<file path="src/rtl/fcv_pkg.sv">
package fcv_pkg;
  localparam int HALF_EW = 5;
  localparam int HALF_MW = 10;
  localparam int SGL_EW  = 8;
  localparam int SGL_MW  = 23;
  localparam int DBL_EW  = 11;
  localparam int DBL_MW  = 52;

  typedef enum logic [1:0] {FMT_H, FMT_S, FMT_D} fmt_e;

  typedef struct packed {
    logic inv;
    logic inx;
  } exc_t;
endpackage

</file>
<file path="src/rtl/fcv_lane.sv">
// One float lane to signed integer, round to nearest even, combinational.
module fcv_lane #(
  parameter int EW = 5,
  parameter int MW = 10,
  parameter int IW = 16,
  localparam int FW = EW + MW + 1
) (
  input  logic [FW-1:0] f_i,
  output logic [IW-1:0] q_o,
  output logic          inv_o,
  output logic          inx_o
);
  localparam int BIAS = (1 << (EW - 1)) - 1;
  localparam int F    = MW + 1;           // fraction bits of the fixed-point view
  localparam int TW   = IW + F;
  localparam int SW   = $clog2(IW + 1);
  localparam int EXW  = EW + 2;
  localparam logic [IW:0] LIM  = {2'b01, {(IW-1){1'b0}}};
  localparam logic [IW-1:0] MAXV = {1'b0, {(IW-1){1'b1}}};
  localparam logic [IW-1:0] MINV = {1'b1, {(IW-1){1'b0}}};

  logic                  sgn, tiny, big, nan, inf, rb, st, up, ovf;
  logic [EW-1:0]         ex;
  logic [MW-1:0]         man;
  logic [F-1:0]          sig;
  logic signed [EXW-1:0] e, ep1;
  logic [SW-1:0]         shamt;
  logic [TW-1:0]         xs;
  logic [IW-1:0]         ip;
  logic [IW:0]           mag;

  always_comb begin
    sgn   = f_i[FW-1];
    ex    = f_i[FW-2:MW];
    man   = f_i[MW-1:0];
    sig   = {|ex, man};
    e     = $signed({2'b00, ex}) - EXW'(BIAS);
    if (ex == '0) e = EXW'(1 - BIAS);
    ep1   = e + EXW'(1);
    tiny  = e < EXW'(-1);
    big   = e > EXW'(IW - 1);
    shamt = (tiny || big) ? '0 : ep1[SW-1:0];
    xs    = {{IW{1'b0}}, sig} << shamt;
    ip    = xs[TW-1:F];
    rb    = xs[F-1];
    st    = |xs[F-2:0];
    if (tiny) begin
      ip = '0;
      rb = 1'b0;
      st = |sig;
    end
    up  = rb & (st | ip[0]);
    mag = {1'b0, ip} + {{IW{1'b0}}, up};
    ovf = big | (sgn ? (mag > LIM) : (mag >= LIM));
    nan = (&ex) & (|man);
    inf = (&ex) & ~(|man);
    if (nan) begin
      q_o = '0; inv_o = 1'b1; inx_o = 1'b0;
    end else if (inf || ovf) begin
      q_o = sgn ? MINV : MAXV; inv_o = 1'b1; inx_o = 1'b0;
    end else begin
      q_o = sgn ? (~mag[IW-1:0] + 1'b1) : mag[IW-1:0];
      inv_o = 1'b0;
      inx_o = rb | st;
    end
  end

  always_comb begin
    AST_INV_INX_EXCL: assert (!(inv_o && inx_o));
  end
endmodule

</file>
<file path="src/rtl/fcv_bank.sv">
// All lanes of one element format, masked to the active lane count.
module fcv_bank #(
  parameter int EW   = 5,
  parameter int MW   = 10,
  parameter int IW   = 16,
  parameter int VLEN = 128,
  localparam int N   = VLEN / IW,
  localparam int CW  = $clog2(N + 1)
) (
  input  logic [VLEN-1:0] src_i,
  input  logic [CW-1:0]   nact_i,
  output logic [VLEN-1:0] q_o,
  output logic [VLEN-1:0] wmask_o,
  output logic            inv_o,
  output logic            inx_o
);
  logic [N-1:0] linv, linx;

  for (genvar g = 0; g < N; g++) begin : g_lane
    logic [IW-1:0] lq;
    logic          li, lx, act;
    fcv_lane #(.EW(EW), .MW(MW), .IW(IW)) u_lane (
      .f_i  (src_i[g*IW +: IW]),
      .q_o  (lq),
      .inv_o(li),
      .inx_o(lx)
    );
    assign act                 = CW'(g) < nact_i;
    assign q_o[g*IW +: IW]     = act ? lq : '0;
    assign wmask_o[g*IW +: IW] = {IW{act}};
    assign linv[g]             = act & li;
    assign linx[g]             = act & lx;
  end

  assign inv_o = |linv;
  assign inx_o = |linx;
endmodule

</file>
<file path="src/rtl/pkcvt_rne.sv">
module pkcvt_rne
  import fcv_pkg::*;
#(
  parameter int VLEN    = 128,
  parameter bit OUT_REG = 1'b1
) (
  input  logic            clk,
  input  logic            rst,
  input  logic [VLEN-1:0] src_i,
  input  logic [VLEN-1:0] dst_old_i,
  input  logic            half_i,
  input  logic            size_i,
  input  logic            quad_i,
  input  logic            scalar_i,
  input  logic            merge_i,
  input  logic [1:0]      trap_en_i,
  output logic [VLEN-1:0] res_o,
  output logic            flag_invalid_o,
  output logic            flag_inexact_o,
  output logic            trap_o,
  output logic            undef_o
);
  localparam int NH  = VLEN / 16;
  localparam int NS  = VLEN / 32;
  localparam int ND  = VLEN / 64;
  localparam int CWH = $clog2(NH + 1);
  localparam int CWS = $clog2(NS + 1);
  localparam int CWD = $clog2(ND + 1);

  fmt_e            fmt;
  logic            rsv;
  logic [CWH-1:0]  nh;
  logic [CWS-1:0]  ns;
  logic [CWD-1:0]  nd;
  logic [VLEN-1:0] qh, qs, qd, mh, ms, md, q_sel, m_sel, fill;
  exc_t            eh, es, ed, e_sel;
  logic [VLEN-1:0] res_c;
  logic            finv_c, finx_c, trap_c, inv_c, inx_c;

  always_comb begin
    fmt = half_i ? FMT_H : (size_i ? FMT_D : FMT_S);
    rsv = !scalar_i && !half_i && size_i && !quad_i;
    nh  = scalar_i ? CWH'(1) : (quad_i ? CWH'(NH) : CWH'(NH / 2));
    ns  = scalar_i ? CWS'(1) : (quad_i ? CWS'(NS) : CWS'(NS / 2));
    nd  = scalar_i ? CWD'(1) : (quad_i ? CWD'(ND) : CWD'(0));
  end

  fcv_bank #(.EW(HALF_EW), .MW(HALF_MW), .IW(16), .VLEN(VLEN)) u_bank_h (
    .src_i(src_i), .nact_i(nh), .q_o(qh), .wmask_o(mh), .inv_o(eh.inv), .inx_o(eh.inx));
  fcv_bank #(.EW(SGL_EW), .MW(SGL_MW), .IW(32), .VLEN(VLEN)) u_bank_s (
    .src_i(src_i), .nact_i(ns), .q_o(qs), .wmask_o(ms), .inv_o(es.inv), .inx_o(es.inx));
  fcv_bank #(.EW(DBL_EW), .MW(DBL_MW), .IW(64), .VLEN(VLEN)) u_bank_d (
    .src_i(src_i), .nact_i(nd), .q_o(qd), .wmask_o(md), .inv_o(ed.inv), .inx_o(ed.inx));

  always_comb begin
    unique case (fmt)
      FMT_H:   begin q_sel = qh; m_sel = mh; e_sel = eh; end
      FMT_S:   begin q_sel = qs; m_sel = ms; e_sel = es; end
      default: begin q_sel = qd; m_sel = md; e_sel = ed; end
    endcase
    fill   = (scalar_i && merge_i) ? dst_old_i : '0;
    res_c  = rsv ? '0 : ((q_sel & m_sel) | (fill & ~m_sel));
    inv_c  = !rsv && e_sel.inv;
    inx_c  = !rsv && e_sel.inx;
    finv_c = inv_c && !trap_en_i[0];
    finx_c = inx_c && !trap_en_i[1];
    trap_c = (inv_c && trap_en_i[0]) || (inx_c && trap_en_i[1]);
  end

  if (OUT_REG) begin : g_oreg
    always_ff @(posedge clk) begin
      if (rst) begin
        res_o          <= '0;
        flag_invalid_o <= 1'b0;
        flag_inexact_o <= 1'b0;
        trap_o         <= 1'b0;
        undef_o        <= 1'b0;
      end else begin
        res_o          <= res_c;
        flag_invalid_o <= finv_c;
        flag_inexact_o <= finx_c;
        trap_o         <= trap_c;
        undef_o        <= rsv;
      end
    end

    AST_UNDEF_QUIET: assert property (@(posedge clk) disable iff (rst)
      undef_o |-> (res_o == '0 && !trap_o && !flag_invalid_o && !flag_inexact_o));
    AST_RSV_DECODE: assert property (@(posedge clk) disable iff (rst)
      (!scalar_i && !half_i && size_i && !quad_i) |=> undef_o);
    AST_TRAP_MASKS_INV: assert property (@(posedge clk) disable iff (rst)
      trap_en_i[0] |=> !flag_invalid_o);
    AST_TRAP_MASKS_INX: assert property (@(posedge clk) disable iff (rst)
      trap_en_i[1] |=> !flag_inexact_o);
    AST_SCALAR_ZERO_FILL: assert property (@(posedge clk) disable iff (rst)
      (scalar_i && !merge_i) |=> (res_o[VLEN-1:64] == '0));
    AST_SCALAR_MERGE: assert property (@(posedge clk) disable iff (rst)
      (scalar_i && merge_i && !half_i && size_i) |=>
      (res_o[VLEN-1:64] == $past(dst_old_i[VLEN-1:64])));
    AST_NARROW_UPPER_ZERO: assert property (@(posedge clk) disable iff (rst)
      (!scalar_i && !quad_i) |=> (res_o[VLEN-1:64] == '0));
  end else begin : g_ocomb
    assign res_o          = res_c;
    assign flag_invalid_o = finv_c;
    assign flag_inexact_o = finx_c;
    assign trap_o         = trap_c;
    assign undef_o        = rsv;
  end
endmodule

</file>
<file path="config.mk">
export PLATFORM = sky130hd
export DESIGN_NAME = pkcvt_rne
export DESIGN_NICKNAME = d
export VERILOG_FILES = /design/src/rtl/fcv_pkg.sv /design/src/rtl/fcv_lane.sv /design/src/rtl/fcv_bank.sv /design/src/rtl/pkcvt_rne.sv
export SDC_FILE = /design/constraint.sdc
export NUM_CORES = 2
export LEC_CHECK = 0
export ABC_AREA = 1
export BUFFER_PORTS_ARGS = -buffer_cell sky130_fd_sc_hd__buf_2
export CAP_MARGIN = 20
export CELL_PAD_IN_SITES_DETAIL_PLACEMENT = 1
export CELL_PAD_IN_SITES_GLOBAL_PLACEMENT = 1
export CORE_AREA = 8 8 394 396
export CTS_CLUSTER_DIAMETER = 80
export DETAILED_ROUTE_END_ITERATION = 7
export DIE_AREA = 0 0 402 404
export PLACE_DENSITY = 0.8
export SLEW_MARGIN = 20
export SYNTH_ARGS = -nofsm -noshare
export SYNTH_HDL_FRONTEND = slang
export SYNTH_SLANG_ARGS = --single-unit
</file>
<file path="constraint.sdc">
create_clock -name clk -period 10.2 [get_ports clk]
set_input_delay 0 -clock clk [delete_from_list [all_inputs] [get_ports clk]]
set_output_delay 0 -clock clk [all_outputs]
set_load 0.05 [all_outputs]
</file>
; ---- Word-level counts from Yosys, hierarchy flattened
; Cells that the tools add are included.
; W data, S select, Z words.
[op_classes]
n_addsub = 56
n_lt_le_gt_ge = 70
n_eq_ne = 1
shifts = 14
mux = 222
bitwise = 144
reduce_logical = 137
[op_table]
columns = cell, count
row1 = $mux W16, 48
row2 = $mux W32, 24
row3 = $mux W64, 12
row4 = $pmux W128 S2, 2
row5 = $and A128 B128 Y128, 2
row6 = $shl A53 B7 Y117, 2
row7 = $shl A24 B6 Y56, 4
row8 = $shl A11 B5 Y27, 8
row9 = $reduce_or A52 Y1, 4
row10 = $reduce_or A23 Y1, 8
row11 = $reduce_or A10 Y1, 16
row12 = $add A16 B1 Y17, 8
row13 = $ge A17 B16 Y1 const B, 8
row14 = $gt A17 B16 Y1 const B, 8
row15 = $add A32 B1 Y33, 4
row16 = $ge A33 B32 Y1 const B, 4
row17 = $gt A33 B32 Y1 const B, 4
row18 = $add A64 B1 Y65, 2
row19 = $ge A65 B64 Y1 const B, 2
row20 = $gt A65 B64 Y1 const B, 2
row21 = $add A16 B1 Y16 const B, 8
row22 = $add A32 B1 Y32 const B, 4
row23 = $add A64 B1 Y64 const B, 2
row24 = $mux W128, 1
row25 = other kinds (55), 457
[word_totals]
register_bits = 132
in_bits = 265
output_inout_bits = 132
word_cells = 649

; ---- Logic depth before layout (Yosys ltp)
[depth]
depth_word = 23
mapped_depth = 59
mapped_depth_nobuf = 55

; ---- Cells and area by module
; From an unflattened synthesis, not the netlist that was laid out.
[hier_totals]
cells_unflattened = 17550
hier_area_um2 = 86576.8
[by_module_without_submodules]
columns = mod, n_inst, cells_each, area_per_inst_um2, seq_area_each_um2
row1 = fcv_lane at u_bank_d.g_lane[0].u_lane ..., 2, 2834, 13205.2, 0.0
row2 = fcv_lane at u_bank_s.g_lane[0].u_lane ..., 4, 1142, 5661.7, 0.0
row3 = pkcvt_rne, 1, 2203, 10995.5, 2642.5
row4 = fcv_lane at u_bank_h.g_lane[4].u_lane ..., 4, 479, 2517.4, 0.0
row5 = fcv_lane at u_bank_h.g_lane[1].u_lane ..., 2, 481, 2384.8, 0.0
row6 = fcv_lane at u_bank_h.g_lane[0].u_lane, 1, 473, 2565.0, 0.0
row7 = fcv_lane at u_bank_h.g_lane[3].u_lane, 1, 481, 2541.2, 0.0
row8 = fcv_bank at u_bank_h, 1, 451, 2282.2, 0.0
row9 = fcv_bank at u_bank_s, 1, 422, 2264.7, 0.0
row10 = fcv_bank at u_bank_d, 1, 406, 2031.9, 0.0

; ---- Worst setup path after synthesis
; No wires, ideal clock.
[synth_path]
path_kind = input -> register
from = input port src_i[58]
to = register res_o[13]
setup_time_ps = 132
arrival_time_ps = 5586
required_ps = 10068
setup_slack_ps = 4482
path_stages = 53
path_buffers = 8
cell_sequence = buf_4 inv_1 ha_1 inv_1 nor2_1 nand2_2 inv_1 nor2_1 ha_1 nand2_2 or2_1 nand3_1 nand2_2 nand2_4 nand2_4 nor2_1 buf_2 buf_2 (+17 left out) nor2_1 inv_1 nor2_1 nand3_1 nor2_1 inv_2 nor2_4 nand2_2 nor2_4 nand3_1 nand2_2 nand2_2 inv_2 buf_6 buf_2 nand2_1 o21ai_1 a21oi_1
[synth_between]
elab_chain_cells = 21
word_cells_on_any_way = 35
cone_classes = 4 x add/sub / 4 x order compare / 1 x shift / 11 x mux / 8 x bitwise / 7 x reduce/logical
[synth_lines]
columns = item, line_no
row1 = from (decl), pkcvt_rne.sv:9  ; input logic [VLEN-1:0] src_i,
row2 = $sub A11 B10 Y12 / $logic_not A11 Y1 (equally long branches), "fcv_lane.sv:37, fcv_lane.sv:38"
row3 = $mux W13, fcv_lane.sv:38  ; if (ex == '0) e = EXW'(1 - BIAS);
row4 = $lt A13 B1 Y1 / $gt A13 B7 Y1 (equally long branches), "fcv_lane.sv:40, fcv_lane.sv:41"
row5 = $logic_or A1 B1 Y1, fcv_lane.sv:42  ; shamt = (tiny || big) ? '0 : ep1[SW-1:0];
row6 = $mux W7, fcv_lane.sv:42
row7 = $shl A53 B7 Y117, fcv_lane.sv:43  ; xs = {{IW{1'b0}}, sig} << shamt;
row8 = $reduce_or A52 Y1, fcv_lane.sv:46  ; st = |xs[F-2:0];
row9 = $mux W1, fcv_lane.sv:47  ; if (tiny) begin
row10 = (+5 left out), n/a
row11 = $or A1 B1 Y1, fcv_lane.sv:54  ; ovf = big | (sgn ? (mag > LIM) : (mag >= LIM));
row12 = $logic_or A1 B1 Y1, fcv_lane.sv:59  ; end else if (inf || ovf) begin
row13 = $mux W64, fcv_lane.sv:59
row14 = $mux W64 *, fcv_lane.sv:57  ; if (nan) begin
row15 = $mux W64 *, fcv_bank.sv:29  ; assign q_o[g*IW +: IW] = act ? lq : '0;
row16 = $pmux W128 S2 *, pkcvt_rne.sv:56  ; unique case (fmt)
row17 = $and A128 B128 Y128 *, pkcvt_rne.sv:62  ; res_c = rsv ? '0 : ((q_sel & m_sel) | (fill & ~m_sel));
row18 = $or A128 B128 Y128 *, pkcvt_rne.sv:62
row19 = to (signal assigned), pkcvt_rne.sv:79  ; res_o <= res_c;
row20 = to (decl), pkcvt_rne.sv:17  ; output logic [VLEN-1:0] res_o,
; Every way passes the cells marked *; elsewhere a longest branch is shown, timed or not.
; A chain may end at the register's enable or synchronous reset.

; ---- Final worst setup path
[layout_path]
from = input port src_i[122]
to = register res_o[98]
[layout_between]
elab_chain_cells = 21
word_cells_on_any_way = 67
cone_classes = 8 x add/sub / 8 x order compare / 2 x shift / 21 x mux / 14 x bitwise / 14 x reduce/logical
[layout_lines]
columns = item, line_no
row1 = $sub A11 B10 Y12 (tied with other cells), fcv_lane.sv:37  ; e = $signed({2'b00, ex}) - EXW'(BIAS);
row2 = $mux W13 / $mux W10 (equally long branches), fcv_lane.sv:38
row3 = $lt A13 B1 Y1 (tied with other cells), fcv_lane.sv:40  ; tiny = e < EXW'(-1);
row4 = $logic_or A1 B1 Y1, fcv_lane.sv:42
row5 = $mux W7 / $mux W6 (equally long branches), fcv_lane.sv:42
row6 = $shl A53 B7 Y117 / $shl A24 B6 Y56 (equally long branches), fcv_lane.sv:43
row7 = $reduce_or A52 Y1 / $reduce_or A23 Y1 (equally long branches), fcv_lane.sv:46
row8 = $mux W1, fcv_lane.sv:47
row9 = (+5 left out), n/a
row10 = $or A1 B1 Y1, fcv_lane.sv:54
row11 = $logic_or A1 B1 Y1, fcv_lane.sv:59
row12 = $mux W64 / $mux W32 (equally long branches), fcv_lane.sv:59
row13 = $mux W64 / $mux W32 (equally long branches), fcv_lane.sv:57
row14 = $mux W64 / $mux W32 (equally long branches), fcv_bank.sv:29
row15 = $pmux W128 S2 *, pkcvt_rne.sv:56
row16 = $and A128 B128 Y128 *, pkcvt_rne.sv:62
row17 = $or A128 B128 Y128 *, pkcvt_rne.sv:62
; Marked as above.

==> flow_summary_export.csv <==
group,metric,value,unit
routing,via_per_inst,6.267,
global_route,antenna_found_initial,38,
synth,ys_warn_count,0,
clock_tree,hold_buffers,118,
synth,synth_area_leader_cell,"nand2_1",
synth,syn_area_per_cell,4.713,um2
layout,final_common_cell,"nand2_1",
die,die_x,402,um
sta,maxSlewViolCount,0,
sta,timing.fmax,115.8,MHz
setup_path,critPathKind,"in2reg",
min_path,min-delay-path-class,"in2reg",
clock_tree,cts_tree,"done",
synth,synthArstFlopShare,0,%
die,core,148900,um2
layout,drive_above_1_share,6.562,%
clock_tree,root_buffer,"clkbuf_16",
die,die_y,404,um
die,start_util,41.81,%
synth,ys_types,71,
sta,tns,0,ns
synth,syn-instance-count,13210,
clock_tree,clockBufferDepth,2,
global_route,grt_max_degree,84,
setup_path,cpMostUsedCell,"nand2_1",
routing,drc,0,
synth,yosysTopAreaCellShare,28.80,%
die,fp-row-count,142,
setup_path,critPathMaxFanout,50,
place,place.gp.congestion,1.091,
sta,finalHoldViolations,0,
synth,synthFlopType,"dfxtp_1",
sta,final.period_utilization,84.67,%
layout,seqCellArea,2643,um2
routing,drt_iter0_markers,12070,
power_and_ir_drop,p_leak,34.25,nW
clock_tree,cts_buffers,17,
routing,first_pass_iters,6,
layout,multi_input_area,51880,um2
job,maxCapViolCount,0,
clock_tree,cts_sinks,132,
routing,wl,378.2,mm
synth,synth_seq_cells,132,
outcome,status,"completed",
clock_tree,cts_max_level,4,
layout,final_cell_mix,"nand2_1 (4776), nand3_1 (2326), nor2_1 (1469), inv_1 (1183), o21ai_0 (710)",
clock_tree,postCtsSetupBuffers,0,
global_route,grt_pass1_vias,91150,
sta,slew_headroom,22.32,%
routing,vias,95440,
setup_path,worstPathRequired,10.67,ns
routing,post_drt_wl_per_cell,24.83,um
sta,rsz0062_at_grt,"no",
die,die_area,162400,um2
place,place_inst,15050,
routing,antenna_left,0,
layout,final_cells,15230,
setup_path,cp_num_buf_inv,5,
layout,fin_nets,13600,
setup_path,cp_slowest_cell,"nor2_4",
clock_tree,clk_pin_slew,0.08,ns
setup_path,crit_arrival,9.11,ns
global_route,track_usage,43.34,%
sta,period_minus_slack,8.637,ns
sta,tightest_slew,1.165,ns
global_route,grt_pass1_wl,556.4,mm
power_and_ir_drop,ir_drop,124.7,uV
setup_path,startpoint_type,"input port",
die,num_io_pins,397,
global_route,grt_overflow_total,0,
clock_tree,post_cts_resized,0,
setup_path,max_stage_delay,0.63,ns
place,dp_worst_setup_slack,1.350,ns
sta,setup_slack,1.563,ns
setup_path,endpoint_kind,"register",
sta,whs,0.05225,ns
sta,setup_viol,0,
synth,synth_area_leaders,"nand2_1 (29%), nand3_1 (19%), nor2_1 (8.9%)",
power_and_ir_drop,powerDensity,103.8,nW/um2
synth,yosysSeqAreaShare,4.245,%
synth,synth_edf_count,0,
place,dp_hpwl,304.5,mm
setup_path,cpLargestDelayFamily,"simple AND/OR/NAND/NOR gates",
layout,fill_cells,23190,
synth,synthesis.area,62240,um2
place,portBuffers,380,
synth,syn-num-nets,13560,
layout,area_growth_syn_to_layout,7.032,%
state kept, by name, summed over array words and instances, names as in the netlist:
name,count
flag_inexact_o,1
trap_o,1
res_o,128
flag_invalid_o,1
undef_o,1
worst paths after layout:
kind / cells after the start / end / start / slack (ns)
max: 49 / res_o[98] / src_i[122] / 1.56
min: 5 / res_o[123] / merge_i / 0.05
synthesized netlist by cell type (all sizes together), types with 2 or more instances:
cell	count
dlygate4sd1	6
nand3b	61
nand2	4832
clkinv	25
a211oi	2
a21o	2
dfxtp	132
or2	73
inv	1234
o31ai	22
a21oi	306
o211ai	26
nand4	494
nor2	1579
and2	27
xnor2	53
o22ai	51
o41ai	6
nor3	150
ha	86
nand3	2347
or3	2
o21a	17
nor3b	4
a22o	3
mux2i	15
xor2	145
clkbuf	267
a31oi	25
a21boi	12
o21ai	798
and3	7
o2111ai	2
o21bai	21
a22oi	8
nor4	20
buf	339
routing by layer:
layer	vias to the layer above	share of wire, %	track usage [%]
li1	43310	-	-
met1	45730	41	57.08
met2	5268	41	64.93
met3	1117	11	10.26
met4	14	6.7	23.92
met5	-	0.023	0
tightest hold or removal path: cells and delay by family:
family | cells | cell delay, ns
compound gates | 1 | 0.07
buf+inv | 2 | 0.26
simple gates | 2 | 0.21
kinds of logic after synthesis:
group / count (synthesis) / share of synthesized area (%)
AOI/OAI and AO/OA: 1308 / 11.33
xor gates and xnor gates: 198 / 2.798
adders and majority gates: 86 / 1.729
buffers and inverters: 1871 / 12.53
DFF: 132 / 4.245
muxes: 15 / 0.2412
and+or+nand+nor: 9597 / 67.12
area by class of cell:
cell class                      instances  area share [%]
Antenna cell                           28          0.1052
Clock buffer                           20          0.6855
Clock inverter                         11          0.2629
Inverter                             1259           7.116
Multi-Input combinational cell      11200           77.88
Sequential cell                       132           3.967
Tap cell                             1944           3.651
Timing Repair Buffer                  632           6.331
where the power goes:
group / switching [mW] / internal (mW) / leakage (nW) / total (mW)
Combinational: 4.13 / 1.41 / 32.9 / 5.54
Clock: 0.361 / 0.422 / 0.303 / 0.783
Sequential: 0.0308 / 0.561 / 1.09 / 0.592
through the flow:
| step | util [%] | power (mW) | instance area (um2) |
|---|---|---|---|
| floorplan | - | 4.087 | 62240 |
| global placement | 43.45 | 5.621 | 64690 |
| detailed placement | 43.45 | 5.800 | 64690 |
| CTS | 44.66 | 6.612 | 66500 |
| global route | 44.74 | 7.287 | 66610 |
| finish | 44.75 | 6.914 | 66620 |
No activity file was read; power rests on OpenSTA's default activity.
